**config.mk**
```make
export PLATFORM = sky130hd
export DESIGN_NAME = late_coll_guard
export DESIGN_NICKNAME = d
export VERILOG_FILES = /design/src/rtl/lcg_pkg.sv /design/src/rtl/lcg_byte_counter.sv /design/src/rtl/lcg_tx_fsm.sv /design/src/rtl/lcg_status.sv /design/src/rtl/late_coll_guard.sv
export SDC_FILE = /design/constraint.sdc
export NUM_CORES = 1
export LEC_CHECK = 0
export ABC_AREA = 0
export ABC_CLOCK_PERIOD_IN_PS = 3880
export BUFFER_PORTS_ARGS = -buffer_cell sky130_fd_sc_hd__buf_2
export CAP_MARGIN = 15
export CELL_PAD_IN_SITES_DETAIL_PLACEMENT = 0
export CELL_PAD_IN_SITES_GLOBAL_PLACEMENT = 1
export CORE_UTILIZATION = 43
export DETAILED_ROUTE_END_ITERATION = 8
export MAX_ROUTING_LAYER = met4
export PLACE_DENSITY = 0.89
export SLEW_MARGIN = 10
export SYNTH_ARGS = -nofsm -noshare
export SYNTH_HDL_FRONTEND = slang
export SYNTH_SLANG_ARGS = --single-unit
```
**constraint.sdc**
```tcl
create_clock -name clk -period 3.88 [get_ports clk]
set_input_delay 0.388 -clock clk [delete_from_list [all_inputs] [get_ports clk]]
set_output_delay 0.388 -clock clk [all_outputs]
set_load 0.005 [all_outputs]
```
**src/rtl/lcg_pkg.sv**
```systemverilog
package lcg_pkg;

    // Controller states of the late-collision guard.
    typedef enum logic [1:0] {
        ST_IDLE       = 2'd0,
        ST_SEND       = 2'd1,
        ST_EARLY_HOLD = 2'd2,
        ST_LATE_DROP  = 2'd3
    } lcg_state_e;

    // Default byte threshold for a late collision.
    localparam int unsigned LCG_LATE_BYTES = 64;

endpackage

```
**src/rtl/lcg_byte_counter.sv**
```systemverilog
module lcg_byte_counter #(
    parameter int unsigned LATE_THR = lcg_pkg::LCG_LATE_BYTES
) (
    input  logic clk,
    input  logic rst_n,
    input  logic start_i,
    input  logic step_i,
    output logic reached_o
);

    localparam int unsigned CNT_W = $clog2(LATE_THR + 1);
    localparam logic [CNT_W-1:0] LIMIT = CNT_W'(LATE_THR);

    logic [CNT_W-1:0] cnt_q;

    // Count of bytes completed in the frame; stops at the threshold.
    always_ff @(posedge clk or negedge rst_n) begin
        if (!rst_n) begin
            cnt_q <= '0;
        end else if (start_i) begin
            cnt_q <= CNT_W'(1);
        end else if (step_i && (cnt_q != LIMIT)) begin
            cnt_q <= cnt_q + CNT_W'(1);
        end
    end

    assign reached_o = (cnt_q == LIMIT);


    cnt_sat_chk: assert property (@(posedge clk) disable iff (!rst_n)
        cnt_q <= LIMIT);


    cnt_restart_chk: assert property (@(posedge clk) disable iff (!rst_n)
        start_i |=> !reached_o || (LATE_THR <= 1));

endmodule

```
**src/rtl/lcg_tx_fsm.sv**
```systemverilog
module lcg_tx_fsm
    import lcg_pkg::*;
(
    input  logic clk,
    input  logic rst_n,
    input  logic tx_valid,
    input  logic tx_sof,
    input  logic tx_eof,
    input  logic coll_in,
    input  logic reached_i,
    output logic start_o,
    output logic step_o,
    output logic late_hit_o,
    output logic idle_o,
    output logic discard_o,
    output logic early_o
);

    lcg_state_e state_q, state_d;
    logic sof_hit, eof_hit;
    logic late_hit, early_hit;
    logic discard_q, early_q;

    assign sof_hit = tx_valid && tx_sof;
    assign eof_hit = tx_valid && tx_eof;

    // Next-state and collision classification.
    always_comb begin
        state_d   = state_q;
        late_hit  = 1'b0;
        early_hit = 1'b0;
        unique case (state_q)
            ST_IDLE: begin
                if (sof_hit) begin
                    early_hit = coll_in;
                    state_d   = eof_hit ? ST_IDLE : (coll_in ? ST_EARLY_HOLD : ST_SEND);
                end
            end
            ST_SEND: begin
                if (sof_hit) begin
                    early_hit = coll_in;
                    state_d   = eof_hit ? ST_IDLE : (coll_in ? ST_EARLY_HOLD : ST_SEND);
                end else if (coll_in) begin
                    if (reached_i) begin
                        late_hit = 1'b1;
                        state_d  = eof_hit ? ST_IDLE : ST_LATE_DROP;
                    end else begin
                        early_hit = 1'b1;
                        state_d   = eof_hit ? ST_IDLE : ST_EARLY_HOLD;
                    end
                end else if (eof_hit) begin
                    state_d = ST_IDLE;
                end
            end
            ST_EARLY_HOLD, ST_LATE_DROP: begin
                if (sof_hit) begin
                    early_hit = coll_in;
                    state_d   = eof_hit ? ST_IDLE : (coll_in ? ST_EARLY_HOLD : ST_SEND);
                end else if (eof_hit) begin
                    state_d = ST_IDLE;
                end
            end
            default: state_d = ST_IDLE;
        endcase
    end

    // State register.
    always_ff @(posedge clk or negedge rst_n) begin
        if (!rst_n) begin
            state_q <= ST_IDLE;
        end else begin
            state_q <= state_d;
        end
    end

    // Registered pulse outputs.
    always_ff @(posedge clk or negedge rst_n) begin
        if (!rst_n) begin
            discard_q <= 1'b0;
            early_q   <= 1'b0;
        end else begin
            discard_q <= late_hit;
            early_q   <= early_hit;
        end
    end

    assign start_o    = sof_hit;
    assign step_o     = tx_valid && !tx_sof && (state_q != ST_IDLE);
    assign late_hit_o = late_hit;
    assign idle_o     = (state_q == ST_IDLE);
    assign discard_o  = discard_q;
    assign early_o    = early_q;


    discard_pulse_chk: assert property (@(posedge clk) disable iff (!rst_n)
        discard_q |=> !discard_q);


    early_pulse_chk: assert property (@(posedge clk) disable iff (!rst_n)
        early_q |=> !early_q);


    pulse_excl_chk: assert property (@(posedge clk) disable iff (!rst_n)
        !(discard_q && early_q));


    idle_ignore_chk: assert property (@(posedge clk) disable iff (!rst_n)
        (state_q == ST_IDLE && !sof_hit) |=> (!discard_q && !early_q));


    one_per_frame_chk: assert property (@(posedge clk) disable iff (!rst_n)
        ((state_q == ST_EARLY_HOLD || state_q == ST_LATE_DROP) && !sof_hit)
        |=> (!discard_q && !early_q));

endmodule

```
**src/rtl/lcg_status.sv**
```systemverilog
module lcg_status (
    input  logic clk,
    input  logic rst_n,
    input  logic soft_rst_i,
    input  logic idle_i,
    input  logic late_i,
    output logic sts_o
);

    logic sts_q, pend_q;
    logic apply;

    // A software reset request takes effect only once no frame is open.
    assign apply = (soft_rst_i || pend_q) && idle_i;

    always_ff @(posedge clk or negedge rst_n) begin
        if (!rst_n) begin
            pend_q <= 1'b0;
        end else begin
            pend_q <= (pend_q || soft_rst_i) && !apply;
        end
    end

    always_ff @(posedge clk or negedge rst_n) begin
        if (!rst_n) begin
            sts_q <= 1'b0;
        end else if (late_i) begin
            sts_q <= 1'b1;
        end else if (apply) begin
            sts_q <= 1'b0;
        end
    end

    assign sts_o = sts_q;


    sts_set_chk: assert property (@(posedge clk) disable iff (!rst_n)
        late_i |=> sts_q);


    sts_hold_chk: assert property (@(posedge clk) disable iff (!rst_n)
        (sts_q && !idle_i) |=> sts_q);

endmodule

```
**src/rtl/late_coll_guard.sv**
```systemverilog
module late_coll_guard #(
    parameter int unsigned LATE_THR = lcg_pkg::LCG_LATE_BYTES
) (
    input  logic clk,
    input  logic rst_n,
    input  logic soft_rst,
    input  logic tx_valid,
    input  logic tx_sof,
    input  logic tx_eof,
    input  logic coll_in,
    output logic discard_o,
    output logic early_coll_o,
    output logic late_sts_o
);

    logic start, step, reached, late_hit, idle;

    lcg_byte_counter #(.LATE_THR(LATE_THR)) u_cnt (
        .clk       (clk),
        .rst_n     (rst_n),
        .start_i   (start),
        .step_i    (step),
        .reached_o (reached)
    );

    lcg_tx_fsm u_fsm (
        .clk        (clk),
        .rst_n      (rst_n),
        .tx_valid   (tx_valid),
        .tx_sof     (tx_sof),
        .tx_eof     (tx_eof),
        .coll_in    (coll_in),
        .reached_i  (reached),
        .start_o    (start),
        .step_o     (step),
        .late_hit_o (late_hit),
        .idle_o     (idle),
        .discard_o  (discard_o),
        .early_o    (early_coll_o)
    );

    lcg_status u_sts (
        .clk        (clk),
        .rst_n      (rst_n),
        .soft_rst_i (soft_rst),
        .idle_i     (idle),
        .late_i     (late_hit),
        .sts_o      (late_sts_o)
    );


    discard_sets_sts_chk: assert property (@(posedge clk) disable iff (!rst_n)
        discard_o |-> late_sts_o);

endmodule

```
Word-level counts from Yosys, hierarchy flattened
Index checks and enable logic that the tools add are counted.
{"block": "word_totals", "regBits": 13, "input_bits": 7, "out_inout_bits": 3, "wordCells": 53}
{"block": "classes", "muxes": 24, "addsub": 1, "eq_ne": 6, "reduce_logical": 16}
{"op": "$mux 2", "count": 10}
{"op": "$mux 7", "count": 2}
{"op": "$mux 1", "count": 10}
{"op": "$add 7x1->7 const B", "count": 1}
{"op": "$eq 7x7->1 const B", "count": 1}
{"op": "$logic_and 1x1->1", "count": 7}
{"op": "$ne 7x7->1 const B", "count": 1}
{"op": "$pmux 2 s3", "count": 1}
{"op": "$reduce_bool 2->1", "count": 3}
{"op": "$eq 2x2->1 const B", "count": 2}
{"op": "$reduce_or 3->1", "count": 1}
{"op": "$eq 2x1->1 const B", "count": 1}
{"op": "$logic_not 1->1", "count": 2}
{"op": "$logic_not 2->1", "count": 1}
{"op": "$ne 2x2->1 const B", "count": 1}
{"op": "$pmux 1 s2", "count": 1}
{"op": "$reduce_or 2->1", "count": 1}
{"op": "$logic_or 1x1->1", "count": 1}

Logic depth before layout (Yosys ltp)
Gate-level depths: netlist of the first run.
{"block": "depth", "word_depth": 6, "ltp_mapped": 5, "ltp_nobuf": 5}

Cells and area by module
From an unflattened synthesis of the first run, not the netlist that was laid out.
{"block": "hier_totals", "cells_unflattened": 69, "area_unflattened_um2": 709.4}
{"module": "lcg_byte_counter", "seq_area_each_um2": 175.2, "cells_each": 45, "area_per_inst_um2": 445.4, "instances": 1}
{"module": "lcg_tx_fsm", "seq_area_each_um2": 100.1, "cells_each": 18, "area_per_inst_um2": 193.9, "instances": 1}
{"module": "lcg_status", "seq_area_each_um2": 50.0, "cells_each": 6, "area_per_inst_um2": 70.1, "instances": 1}

Worst setup path before layout of the first run
OpenSTA, ideal clock, no wires.
{"block": "synth_path", "path_kind": "reg2reg", "from": "register u_cnt.cnt_q[3]", "to": "register u_cnt.cnt_q[2]", "setup_time_ps": 130, "period_less_slack_ps": 1242, "path_buffers": 0, "path_stages_with_launch": 5, "arrival_ps": 1112, "t_required_ps": 3750, "path_slack_ps": 2638, "path_cell_list": "dfrtp_1 -> nor4_4 -> nand3_1 -> a22oi_1 -> o22ai_1"}
{"block": "synth_via", "elab_chain_cells": 3}
{"element": "from (decl)", "line_no": "lcg_byte_counter.sv:14", "rtl": "logic [CNT_W-1:0] cnt_q;"}
{"element": "from (signal assigned)", "line_no": "lcg_byte_counter.sv:23", "rtl": "cnt_q <= cnt_q + CNT_W'(1);"}
{"element": "$ne 7x7->1", "line_no": "lcg_byte_counter.sv:22", "rtl": "end else if (step_i && (cnt_q != LIMIT)) begin"}
{"element": "$logic_and 1x1->1", "line_no": "lcg_byte_counter.sv:22"}
{"element": "$reduce_bool 2->1 (no line)"}
No other way between the ends.
A chain may end at the register's enable or synchronous reset.

Worst setup path after layout of the first run
Same ends and word-level chain as after synthesis.

==> Flow_metrics.wiki, run 1 <==
{| class="wikitable"
! Metric !! Value
|-
| Number of gates given a new drive strength after cts || 0
|-
| Number of buffers inserted during clock tree synthesis || 3
|-
| Iteration-0 DRC Markers || 17
|-
| Ant diodes || 0
|-
| Final period util || about 36%
|-
| Final setup skew || ~7.3 ps
|-
| Iteration count of the initial detailed-routing pass || 4
|-
| Critical hold path startpoint || tx_eof
|-
| Row cnt || 13
|-
| Count of final hold-check violations || 0
|-
| Tightest Pin Transition || between 300 and 400 ps
|-
| Arrival time of the worst setup path || 1550 ps
|-
| Routed Wire Length || 1.30 mm
|-
| Area leader, netlist || dfrtp_1
|-
| Routed Antenna Nets || 0
|-
| Initial antenna violation count || 0
|-
| Reg2reg start || u_cnt.cnt_q[3]
|-
| GR Overflow Total || 0
|-
| Synth Instances || 71
|-
| Final #Nets || 93
|-
| Maximum ir drop on the vdd rail || about 0.00028 V
|-
| Maximum number of pins on one net before global-route repair || 14
|-
| Wire length of the first global-routing pass || 2.28 mm
|-
| Crit-path max cell delay || approximately 440 ps
|-
| Setup tns final || 0 ps
|-
| Number of input and output port buffers inserted || 9
|-
| Achievable Freq || 712 MHz
|-
| Number of vias per cell after detailed routing || 5.90
|-
| Number of levels the H-tree was split into || 1
|-
| Avg Inst Size Synth || 9.46 um2
|-
| Post-synthesis net count || 80
|-
| Via Count || 578
|-
| Master cell of the clock root buffer || clkbuf_4
|-
| Area share of the largest cell type after synthesis || 48.4%
|-
| Number of global-route vias before repair || 518
|-
| Count of hold-fix buffers inserted at cts || 1
|-
| Headroom to the max-slew limit || 76.2%
|-
| Outcome || completed
|-
| Effective utilization at floorplan || 48.6%
|-
| Final count of pins violating max slew || 0
|-
| Final critical delay including setup and external delays || 1400 ps
|-
| Number of distinct library cells after synthesis || 27
|-
| Required time of the critical path || a little over 4000 ps
|-
| Detail-routed net length per standard cell || 13.3 um
|-
| Die Span X || 41.5 um
|-
| Post-placement cell area || between 700 and 800 um2
|-
| Leak pwr || 0.000341 uW
|-
| Die extent in y || 41.5 um
|-
| Clock insertion delay at the later pin of the skew report || 270 ps
|-
| DRC Markers || 0
|-
| Reg clk slew, reported paths || ~90 ps
|-
| Synth area leaders || dfrtp_1, nor2_1, o21ai_0
|-
| Combined buffer and inverter count along the critical path || 0
|-
| Maximum Capacitance Violations || 0
|-
| Cells along the critical path || nor4_4 -> nand3_1 -> a22oi_1 -> o22ai_1
|-
| Worst-case hold slack || roughly 300 ps
|-
| Final setup fails || 0
|-
| Total GRT Usage || around 17%
|-
| Count of clock tree sinks || 13
|-
| Final non-filler cell area || 763 um2
|-
| Area growth from synthesis to layout || 13.6%
|-
| Share of synthesized area occupied by flip-flops and latches || 48.4%
|-
| Type of the worst min-delay path || in -> reg
|-
| Type of element launching the critical path || flop
|-
| GP Congestion || 0.781
|-
| Buffer levels on the longest clock path || 2
|-
| Area of the core region || 1380 um2
|-
| Type of element capturing the critical path || flop
|-
| HPWL Detailed || 945 um
|-
| Worst Setup Path Type || reg -> reg
|-
| CTS tree || done
|-
| Die outline area || 1720 um2
|-
| Leading cell types in the layout, fill and taps excluded || dfrtp_1, nor2_1, buf_2
|-
| Startpoint of the worst setup timing path || u_cnt.cnt_q[3]
|-
| Crit-path max FO || 5
|-
| Total number of yosys warnings || 0
|-
| Most common cell after layout, fill and taps aside || dfrtp_1
|-
| Setup repair after global routing missed its margin || false
|-
| Power density over the cells || 437 nW/um2
|-
| Post-synthesis cell area || 672 um2
|-
| Post-synthesis sequential element count || 13
|-
| Critical path's top delay family || simple AND/OR/NAND/NOR gates
|-
| Worst-path cell with the longest stage delay || dfrtp_1
|-
| I/O Pins || 10
|-
| Proportion of layout cells with a drive suffix above 1 || 16.9%
|-
| Total of fill cells in the finished design || ~130
|-
| Number of buffers added for setup after CTS || 0
|}
[layout make-up]
class                      count  area [um2]  area share (%)
clock buffer                   4        26.3            3.44
inverter                       3        11.3            1.48
multi-input combinational     53         327            42.8
sequential                    13         325            42.6
tap                           15        18.8            2.46
timing repair buffer          10        55.1            7.21
[metal layers]
layer	vias up	track usage, %	wire length, um
met3	4	3.91	70
met4	0	5.81	23
met2	21	26.3	601
li1	279	-	-
met5	-	-	0
met1	274	23.0	606
[stage by stage]
| stage | std cells | worst slack (ps) | utilization (%) | power [uW] |
|---|---|---|---|---|
| finish | 98 | 2480 | 55.2 | 333 |
| global route | 98 | 2340 | 55.2 | 356 |
| CTS | 98 | 2450 | 55.2 | 336 |
| detailed placement | 93 | 2480 | 52.6 | 252 |
| global placement | 93 | 2510 | 52.6 | 247 |
| floorplan | 71 | 2640 | - | 227 |
[power by group]
part / switching, uW / internal, uW
Clock: 44.0 / 39.7
Sequential: 25.4 / 152
Combinational: 38.3 / 34.0
[sequential cells by signal, summed over array words and instances, names as in the netlist]
| signal | count |
|---|---|
| u_fsm.discard_o | 1 |
| u_fsm.state_q | 2 |
| u_sts.pend_q | 1 |
| u_fsm.early_o | 1 |
| u_sts.sts_o | 1 |
| u_cnt.cnt_q | 7 |
[cells in the mapped netlist (all sizes together)]
library cell  number
nand2b             1
and2               1
a22oi              2
nor4               1
a31oi              1
clkbuf             1
o21ai              7
a21oi              3
nand2              5
nor2b              3
buf                1
a311oi             1
dfrtp             13
o311ai             1
inv                3
nor3               3
ha                 2
o211ai             1
nor2               9
o31ai              1
a221oi             1
xnor2              2
and3               1
o22ai              1
nand3              4
or3                2
[worst reg2reg max path: stages (launching register included)]
cell     delay [ps]
dfrtp_1         440
nor4_4          340
nand3_1         180
a22oi_1         210
o22ai_1         110
[worst paths after layout]
kind	slack, ps	end	cells past startpoint
max reg2reg	2480	u_cnt.cnt_q[2]	4
min reg2reg	490	u_sts.pend_q	2
max	2480	u_cnt.cnt_q[2]	4
min in group asynchronous	520	u_sts.sts_o	2
min	300	u_fsm.state_q[0]	2
max in group asynchronous	3130	u_cnt.cnt_q[3]	2
[logic make-up (layout without fill, tap and decap cells)]
logic type | count (synthesis) | in the layout | synth area share [%]
xor gates and xnor gates | 2 | 2 | 2.61
adders and majority gates | 2 | 2 | 3.72
and+or+nand+nor | 30 | 30 | 23.7
DFF | 13 | 13 | 48.4
buffers and inverters | 5 | 17 | 2.98
AOI/OAI and AO/OA | 19 | 19 | 18.6
Power figures use the tool's default switching activity.
==> run 2, diff against run 1 <==
--- a/config.mk
+++ b/config.mk
@@ -6,15 +6,15 @@
 export NUM_CORES = 1
 export LEC_CHECK = 0
 export ABC_AREA = 0
-export ABC_CLOCK_PERIOD_IN_PS = 3880
+export ABC_CLOCK_PERIOD_IN_PS = 1300
 export BUFFER_PORTS_ARGS = -buffer_cell sky130_fd_sc_hd__buf_2
 export CAP_MARGIN = 15
 export CELL_PAD_IN_SITES_DETAIL_PLACEMENT = 0
 export CELL_PAD_IN_SITES_GLOBAL_PLACEMENT = 1
-export CORE_UTILIZATION = 43
+export CORE_UTILIZATION = 40
 export DETAILED_ROUTE_END_ITERATION = 8
 export MAX_ROUTING_LAYER = met4
-export PLACE_DENSITY = 0.89
+export PLACE_DENSITY = 0.84
 export SLEW_MARGIN = 10
 export SYNTH_ARGS = -nofsm -noshare
 export SYNTH_HDL_FRONTEND = slang
==> constraint.sdc (replaced) <==
create_clock -name clk -period 1.3 [get_ports clk]
set_input_delay 0.13 -clock clk [delete_from_list [all_inputs] [get_ports clk]]
set_output_delay 0.13 -clock clk [all_outputs]
set_load 0.005 [all_outputs]
==> run 2 against run 1 <==
Effect of this change: the run now ends with setup timing left; core utilization down 0.33 points; sequential share of layout area shrank 4.0 points; via count up 5.2%; first-iteration DRC count down 18%; non-clock buffer count grew 9; total power rose to 3.3 times the previous value; combinational power increased to 4.7 times the previous value; final cell count is 10% higher; register-to-register slack got worse by 2500 ps; clock power grew to 3.0 times the previous value; die area rose by 7.1%; critical endpoint is now u_fsm.state_q[0]; highest routed layer unchanged.
==> Flow_metrics.wiki, run 2 (synthesis results as in run 1) <==
{| class="wikitable"
! Metric !! Value
|-
| Outcome || complete, but fails checks (was completed)
|-
| Failing checks || setup timing
|-
| Path depth of the worst reg2reg path || 4 (unchanged)
|-
| Number of global-route vias before repair || 521 (was 518)
|-
| Global Route met1 Usage || 21.8% (was 23.0%)
|-
| Final period util || 104% (was 36.2%)
|-
| Minimum setup slack after placement || -43.3 ps (was 2480 ps)
|-
| Tightest Pin Transition || 361 ps (was 353 ps)
|-
| Buffer levels on the longest clock path || 2 (unchanged)
|-
| Number of buffers inserted during clock tree synthesis || 3 (unchanged)
|-
| Die Span X || 43.0 um (was 41.5 um)
|-
| Die outline area || 1850 um2 (was 1720 um2)
|-
| DRC Markers || 0 (unchanged)
|-
| Row cnt || 14 (was 13)
|-
| Achievable Freq || 738 MHz (was 712 MHz)
|-
| Effective utilization at floorplan || 43.6% (was 48.6%)
|-
| WHS Path Cells || 2 (unchanged)
|-
| Reg clk slew, reported paths || 80 ps (was 90 ps)
|-
| Critical hold path startpoint || tx_eof (unchanged)
|-
| Most Crowded Layer GR || met2 (unchanged)
|-
| Total GRT Usage || 18.8% (was 17.4%)
|-
| Final setup skew || 6.53 ps (was 7.33 ps)
|-
| Worst R2R End || u_fsm.state_q[0] (was u_cnt.cnt_q[2])
|-
| Number of input and output port buffers inserted || 9 (unchanged)
|-
| Crit-path max FO || 3 (was 5)
|-
| Number of flip-flops under the largest register name || 7 (unchanged)
|-
| Headroom to the max-slew limit || 75.7% (was 76.2%)
|-
| Power density over the cells || 1300 nW/um2 (was 437 nW/um2)
|-
| Detail-routed net length per standard cell || 13.4 um (was 13.3 um)
|-
| GP Congestion || 0.789 (was 0.781)
|-
| I/O Pins || 10 (unchanged)
|-
| Reg2reg start || u_cnt.cnt_q[3] (unchanged)
|-
| Routed Wire Length || 1.45 mm (was 1.30 mm)
|-
| Type of element launching the critical path || flop (unchanged)
|-
| Required time of the critical path || 1470 ps (was 4030 ps)
|-
| Final critical delay including setup and external delays || 1350 ps (was 1400 ps)
|-
| Ant diodes || 0 (unchanged)
|-
| GR Overflow Total || 0 (unchanged)
|-
| Worst R2R Setup Slack || -50 ps (was 2480 ps)
|-
| Final #Nets || 102 (was 93)
|-
| Proportion of layout cells with a drive suffix above 1 || 30.4% (was 16.9%)
|-
| Type of the worst min-delay path || in -> reg (unchanged)
|-
| Final non-filler cell area || 846 um2 (was 763 um2)
|-
| Count of clock tree sinks || 13 (unchanged)
|-
| Initial antenna violation count || 0 (unchanged)
|-
| Registers with the highest flip-flop counts || u_cnt.cnt_q (7), u_fsm.state_q (2) (unchanged)
|-
| Area of the core region || 1540 um2 (was 1380 um2)
|-
| Clock insertion delay at the later pin of the skew report || 280 ps (was 270 ps)
|-
| Via Count || 608 (was 578)
|-
| Final count of pins violating max slew || 0 (unchanged)
|-
| Setup tns final || -183 ps (was 0 ps)
|-
| Global-route track usage on met2 || 30.0% (was 26.3%)
|-
| CTS tree || done (unchanged)
|-
| GR Layer Usage met3 || 7.66% (was 3.91%)
|-
| Wire length of the first global-routing pass || 2.40 mm (was 2.28 mm)
|-
| Die extent in y || 43.0 um (was 41.5 um)
|-
| Area growth from synthesis to layout || 25.9% (was 13.6%)
|-
| Arrival time of the worst setup path || 1520 ps (was 1550 ps)
|-
| Worst-path cell with the longest stage delay || dfrtp_1 (unchanged)
|-
| Routed Antenna Nets || 0 (unchanged)
|-
| Top reg by flops || u_cnt.cnt_q (unchanged)
|-
| Crit-path max cell delay || 420 ps (was 440 ps)
|-
| Cells along the critical path || nor4_4 -> and3_1 -> o21ai_2 -> a221oi_2 (was nor4_4 -> nand3_1 -> a22oi_1 -> o22ai_1)
|-
| Count of final hold-check violations || 0 (unchanged)
|-
| Leading cell types in the layout, fill and taps excluded || dfrtp_1, nor2_1, buf_2, buf_4, o21ai_0 (was dfrtp_1, nor2_1, buf_2)
|-
| Leak pwr || 0.000384 uW (was 0.000341 uW)
|-
| Type of element capturing the critical path || flop (unchanged)
|-
| Setup repair after global routing missed its margin || true (was false)
|-
| Maximum number of pins on one net before global-route repair || 14 (unchanged)
|-
| Number of levels the H-tree was split into || 1 (unchanged)
|-
| Iteration-0 DRC Markers || 14 (was 17)
|-
| Iteration count of the initial detailed-routing pass || 4 (unchanged)
|-
| Maximum ir drop on the vdd rail || 0.000813 V (was 0.000280 V)
|-
| Worst hold path endpoint || u_fsm.state_q[0] (unchanged)
|-
| Most common cell after layout, fill and taps aside || dfrtp_1 (unchanged)
|-
| Post-placement cell area || 796 um2 (was 727 um2)
|-
| Final setup fails || 5 (was 0)
|-
| Number of vias per cell after detailed routing || 5.63 (was 5.90)
|-
| Number of buffers added for setup after CTS || 0 (unchanged)
|-
| Maximum Capacitance Violations || 0 (unchanged)
|-
| Master cell of the clock root buffer || clkbuf_4 (unchanged)
|-
| Worst-case hold slack || 56.5 ps (was 301 ps)
|-
| Worst Setup Path Type || reg -> reg (unchanged)
|-
| HPWL Detailed || 1.05 mm (was 945 um)
|-
| Fin worst setup slack || -54.8 ps (was 2480 ps)
|}
-- run 2: cell types whose count changed in the layout (fill, tap and decap cells not counted), sizes merged --
cell  previous run  this run
buf              9        18
-- run 2: how the worst max path moves through the flow --
stage,startpoint,to,slack [ps],depth (start not counted)
2_1_floorplan,u_cnt.cnt_q[3],u_cnt.cnt_q[2],60,4
3_3_place_gp,u_cnt.cnt_q[3],u_cnt.cnt_q[2],-8,4
3_5_place_dp,u_cnt.cnt_q[1],u_fsm.state_q[0],-40,6
4_1_cts,u_cnt.cnt_q[3],u_fsm.state_q[0],-60,4
5_1_grt,u_cnt.cnt_q[1],u_cnt.cnt_q[0],-150,5
6_report,u_cnt.cnt_q[3],u_fsm.state_q[0],-50,4
-- run 2: worst max-delay path: cells and delay by family, from the launching register on --
family / cells / cell delay, ps
AND/OR/NAND/NOR: 2 / 530
AO/OA/AOI/OAI: 2 / 300
flip-flops: 1 / 420
-- run 2: power breakdown --
group	switching [uW]	internal, uW	total [uW]
clock network	130	119	249
registers	56.5	454	510
logic	167	175	342
total	353	747	1100
-- run 2: layout make-up --
class	instances	area (um2)
Fill cell	153	696
Multi-Input combinational cell	53	339
Sequential cell	13	327
Timing Repair Buffer	19	123
Clock buffer	4	26.3
Tap cell	16	20.0
Inverter	3	11.3
-- run 2: repair_timing --
action,in CTS,in global routing
hold buffers,1,0
cloned,0,0
hold endpoints to repair,13,0
pin swaps,3,0
endpoints found under the setup margin,6,10
resized for setup,1,4
-- run 2: metrics by stage --
stage | total power (uW) | utilization (%) | instances
2_1_floorplan | 677 | - | 71
3_3_place_gp | 829 | 51.6 | 103
3_5_place_dp | 843 | 51.6 | 103
4_1_cts | 1100 | 54.0 | 108
5_1_grt | 1190 | 54.9 | 108
6_report | 1100 | 54.9 | 108
-- run 2: layer usage --
metal	wire length, um	vias to the layer above	share of wire (%)
li1	-	295	-
met1	601	296	41
met2	769	15	53
met3	66	2	4.5
met4	13	0	0.90
met5	0	-	0
==> run 3, diff against run 2 <==
--- a/config.mk
+++ b/config.mk
@@ -14,7 +14,7 @@
 export CORE_UTILIZATION = 40
 export DETAILED_ROUTE_END_ITERATION = 8
 export MAX_ROUTING_LAYER = met4
-export PLACE_DENSITY = 0.84
+export PLACE_DENSITY_LB_ADDON = 0.1
 export SLEW_MARGIN = 10
 export SYNTH_ARGS = -nofsm -noshare
 export SYNTH_HDL_FRONTEND = slang
==> run 3 against run 2 <==
Effect of this change: the flow still finishes with violations (setup timing); via count is 3.6% higher; critical path depth increased by 1; sequential share of layout area down 2.5 points; core utilization up 3.7 points; critical path type unchanged; critical endpoint is now u_cnt.cnt_q[1]; largest cell class unchanged.
==> Flow_metrics.wiki, run 3 (synthesis results as in run 1) <==
{| class="wikitable"
! Metric !! Value
|-
| Final critical delay including setup and external delays || 1350 ps (about the same)
|-
| Final count of pins violating max slew || 0 (unchanged)
|-
| Buffer levels on the longest clock path || 2 (unchanged)
|-
| Part of the power in registers || 42.6% (was 46.3%)
|-
| Initial antenna violation count || 0 (unchanged)
|-
| Ant diodes || 0 (unchanged)
|-
| Critical path's top delay family || simple AND/OR/NAND/NOR gates (unchanged)
|-
| Number of input and output port buffers inserted || 9 (unchanged)
|-
| Fraction of the core area covered by cells at the end of the flow || 58.5% (was 54.9%)
|-
| Final non-filler cell area || 902 um2 (was 846 um2)
|-
| Die Span X || 43.0 um (unchanged)
|-
| Setup repair after global routing missed its margin || true (unchanged)
|-
| Type of element launching the critical path || flop (unchanged)
|-
| DRC Markers || 0 (unchanged)
|-
| Maximum number of pins on one net before global-route repair || 14 (unchanged)
|-
| Type of the worst min-delay path || in -> reg (unchanged)
|-
| Area of the core region || 1540 um2 (unchanged)
|-
| Crit-path max FO || 4 (was 3)
|-
| Cells along the critical path || nor4_4 -> buf_4 -> a31oi_4 -> nand3_2 -> o311ai_2 (was nor4_4 -> and3_1 -> o21ai_2 -> a221oi_2)
|-
| Die extent in y || 43.0 um (unchanged)
|-
| Master cell of the clock root buffer || clkbuf_4 (unchanged)
|-
| Headroom to the max-slew limit || 76.2% (was 75.7%)
|-
| Setup tns final || -210 ps (was -183 ps)
|-
| Fraction of power consumed by the clock network || 22.0% (was 22.6%)
|-
| Arrival time of the worst setup path || 1510 ps (was 1520 ps)
|-
| GR Overflow Total || 0 (unchanged)
|-
| Total GRT Usage || 19.5% (was 18.8%)
|-
| Top reg by flops || u_cnt.cnt_q (unchanged)
|-
| Area growth from synthesis to layout || 34.3% (was 25.9%)
|-
| Number of levels the H-tree was split into || 1 (unchanged)
|-
| Final period util || 104% (about the same)
|-
| Iteration count of the initial detailed-routing pass || 4 (unchanged)
|-
| Number of vias per cell after detailed routing || 5.68 (was 5.63)
|-
| Maximum ir drop on the vdd rail || 0.000906 V (was 0.000813 V)
|-
| CTS tree || done (unchanged)
|-
| Via Count || 630 (was 608)
|-
| Outcome || complete, but fails checks (unchanged)
|-
| Clock insertion delay at the later pin of the skew report || 280 ps (about the same)
|-
| Effective utilization at floorplan || 43.6% (unchanged)
|-
| Worst-path cell with the longest stage delay || dfrtp_1 (unchanged)
|-
| Share of total power consumed by net switching || 33.0% (was 32.1%)
|-
| Routed Antenna Nets || 0 (unchanged)
|-
| Registers with the highest flip-flop counts || u_cnt.cnt_q (7), u_fsm.state_q (2) (unchanged)
|-
| Number of global-route vias before repair || 583 (was 521)
|-
| Most common cell after layout, fill and taps aside || dfrtp_1 (unchanged)
|-
| Die outline area || 1850 um2 (unchanged)
|-
| Combined buffer and inverter count along the critical path || 1 (was 0)
|-
| Minimum setup slack after placement || -18.2 ps (was -43.3 ps)
|-
| Proportion of layout cells with a drive suffix above 1 || 35.8% (was 30.4%)
|-
| Final #Nets || 105 (was 102)
|-
| Crit-path max cell delay || 420 ps (about the same)
|-
| Reg clk slew, reported paths || 80 ps (about the same)
|-
| Count of final hold-check violations || 0 (unchanged)
|-
| Row cnt || 14 (unchanged)
|-
| Failing checks || setup timing (unchanged)
|-
| Number of flip-flops under the largest register name || 7 (unchanged)
|-
| Worst-case hold slack || 53.9 ps (was 56.5 ps)
|-
| Maximum Capacitance Violations || 0 (unchanged)
|-
| Power density over the cells || 1300 nW/um2 (about the same)
|-
| Required time of the critical path || 1460 ps (was 1470 ps)
|-
| GP Congestion || 0.799 (was 0.789)
|-
| Leak pwr || 0.000404 uW (was 0.000384 uW)
|-
| Proportion of power drawn by combinational gates || 35.4% (was 31.0%)
|-
| Fin worst setup slack || -52.6 ps (was -54.8 ps)
|-
| Reported net switching power || 387 uW (was 353 uW)
|-
| Achievable Freq || 739 MHz (was 738 MHz)
|-
| I/O Pins || 10 (unchanged)
|-
| HPWL Detailed || 1.10 mm (was 1.05 mm)
|-
| Tightest Pin Transition || 355 ps (was 361 ps)
|-
| Worst Setup Path Type || reg -> reg (unchanged)
|-
| Number of buffers inserted during clock tree synthesis || 3 (unchanged)
|-
| Routed Wire Length || 1.59 mm (was 1.45 mm)
|-
| Type of element capturing the critical path || flop (unchanged)
|-
| Internal power || 783 uW (was 747 uW)
|-
| Leading cell types in the layout, fill and taps excluded || dfrtp_1, buf_4, nor2_1, buf_2, o21ai_0 (was dfrtp_1, nor2_1, buf_2, buf_4, o21ai_0)
|-
| Post-placement cell area || 803 um2 (was 796 um2)
|-
| Detail-routed net length per standard cell || 14.3 um (was 13.4 um)
|-
| Final setup fails || 6 (was 5)
|-
| Final setup skew || 0.771 ps (was 6.53 ps)
|-
| Count of clock tree sinks || 13 (unchanged)
|-
| Iteration-0 DRC Markers || 20 (was 14)
|-
| Wire length of the first global-routing pass || 2.57 mm (was 2.40 mm)
|}
## run 3: cell types whose count changed in the layout (fill, tap and decap cells not counted), sizes merged
cell / change
buf: +3
## run 3: worst paths after layout
check | slack, ps | to | depth (start not counted) | start
worst max-delay path | -50 | u_cnt.cnt_q[1] | 5 | u_cnt.cnt_q[3]
worst max register to register | -50 | u_cnt.cnt_q[1] | 5 | u_cnt.cnt_q[3]
max in group asynchronous | 820 | u_fsm.early_o | 2 | rst_n
worst min-delay path | 50 | u_fsm.state_q[0] | 2 | tx_eof
min in group asynchronous | 260 | u_cnt.cnt_q[5] | 2 | rst_n
worst min register to register | 490 | u_sts.pend_q | 2 | u_sts.pend_q
## run 3: layout make-up
class | instances | area (um2)
Fill cell | 155 | 639
Multi-Input combinational cell | 53 | 374
Sequential cell | 13 | 325
Timing Repair Buffer | 22 | 145
Clock buffer | 4 | 26.3
Tap cell | 16 | 20.0
Inverter | 3 | 11.3
## run 3: stage by stage
stage,instances,power (uW)
6_report,111,1170
2_1_floorplan,71,677
3_5_place_dp,104,833
4_1_cts,109,1090
3_3_place_gp,104,828
5_1_grt,111,1240
## run 3: what timing repair did
action | 4_1_cts | 5_1_grt
gates resized for setup | 1 | 8
endpoints found under the setup margin | 7 | 9
setup buffers | 0 | 2
pin swaps | 1 | 7
endpoints found under the hold margin | 13 | 0
hold buffers | 1 | 0
## run 3: power by group through the flow
| stage | Clock (uW) | Combinational, uW | Sequential (uW) |
|---|---|---|---|
| after floorplan | 0 | 160 | 517 |
| after global placement | 0 | 326 | 502 |
| after detailed placement | 0 | 329 | 505 |
| after CTS | 258 | 336 | 497 |
| after global routing | 279 | 459 | 507 |
| final | 257 | 414 | 499 |
## run 3: metal layers
layer,share of wire [%],track usage [%],vias up
met1,47,27.0,307
met5,0,-,-
li1,-,-,302
met2,48,27.6,16
met3,2.8,2.55,5
met4,2.6,10.9,0
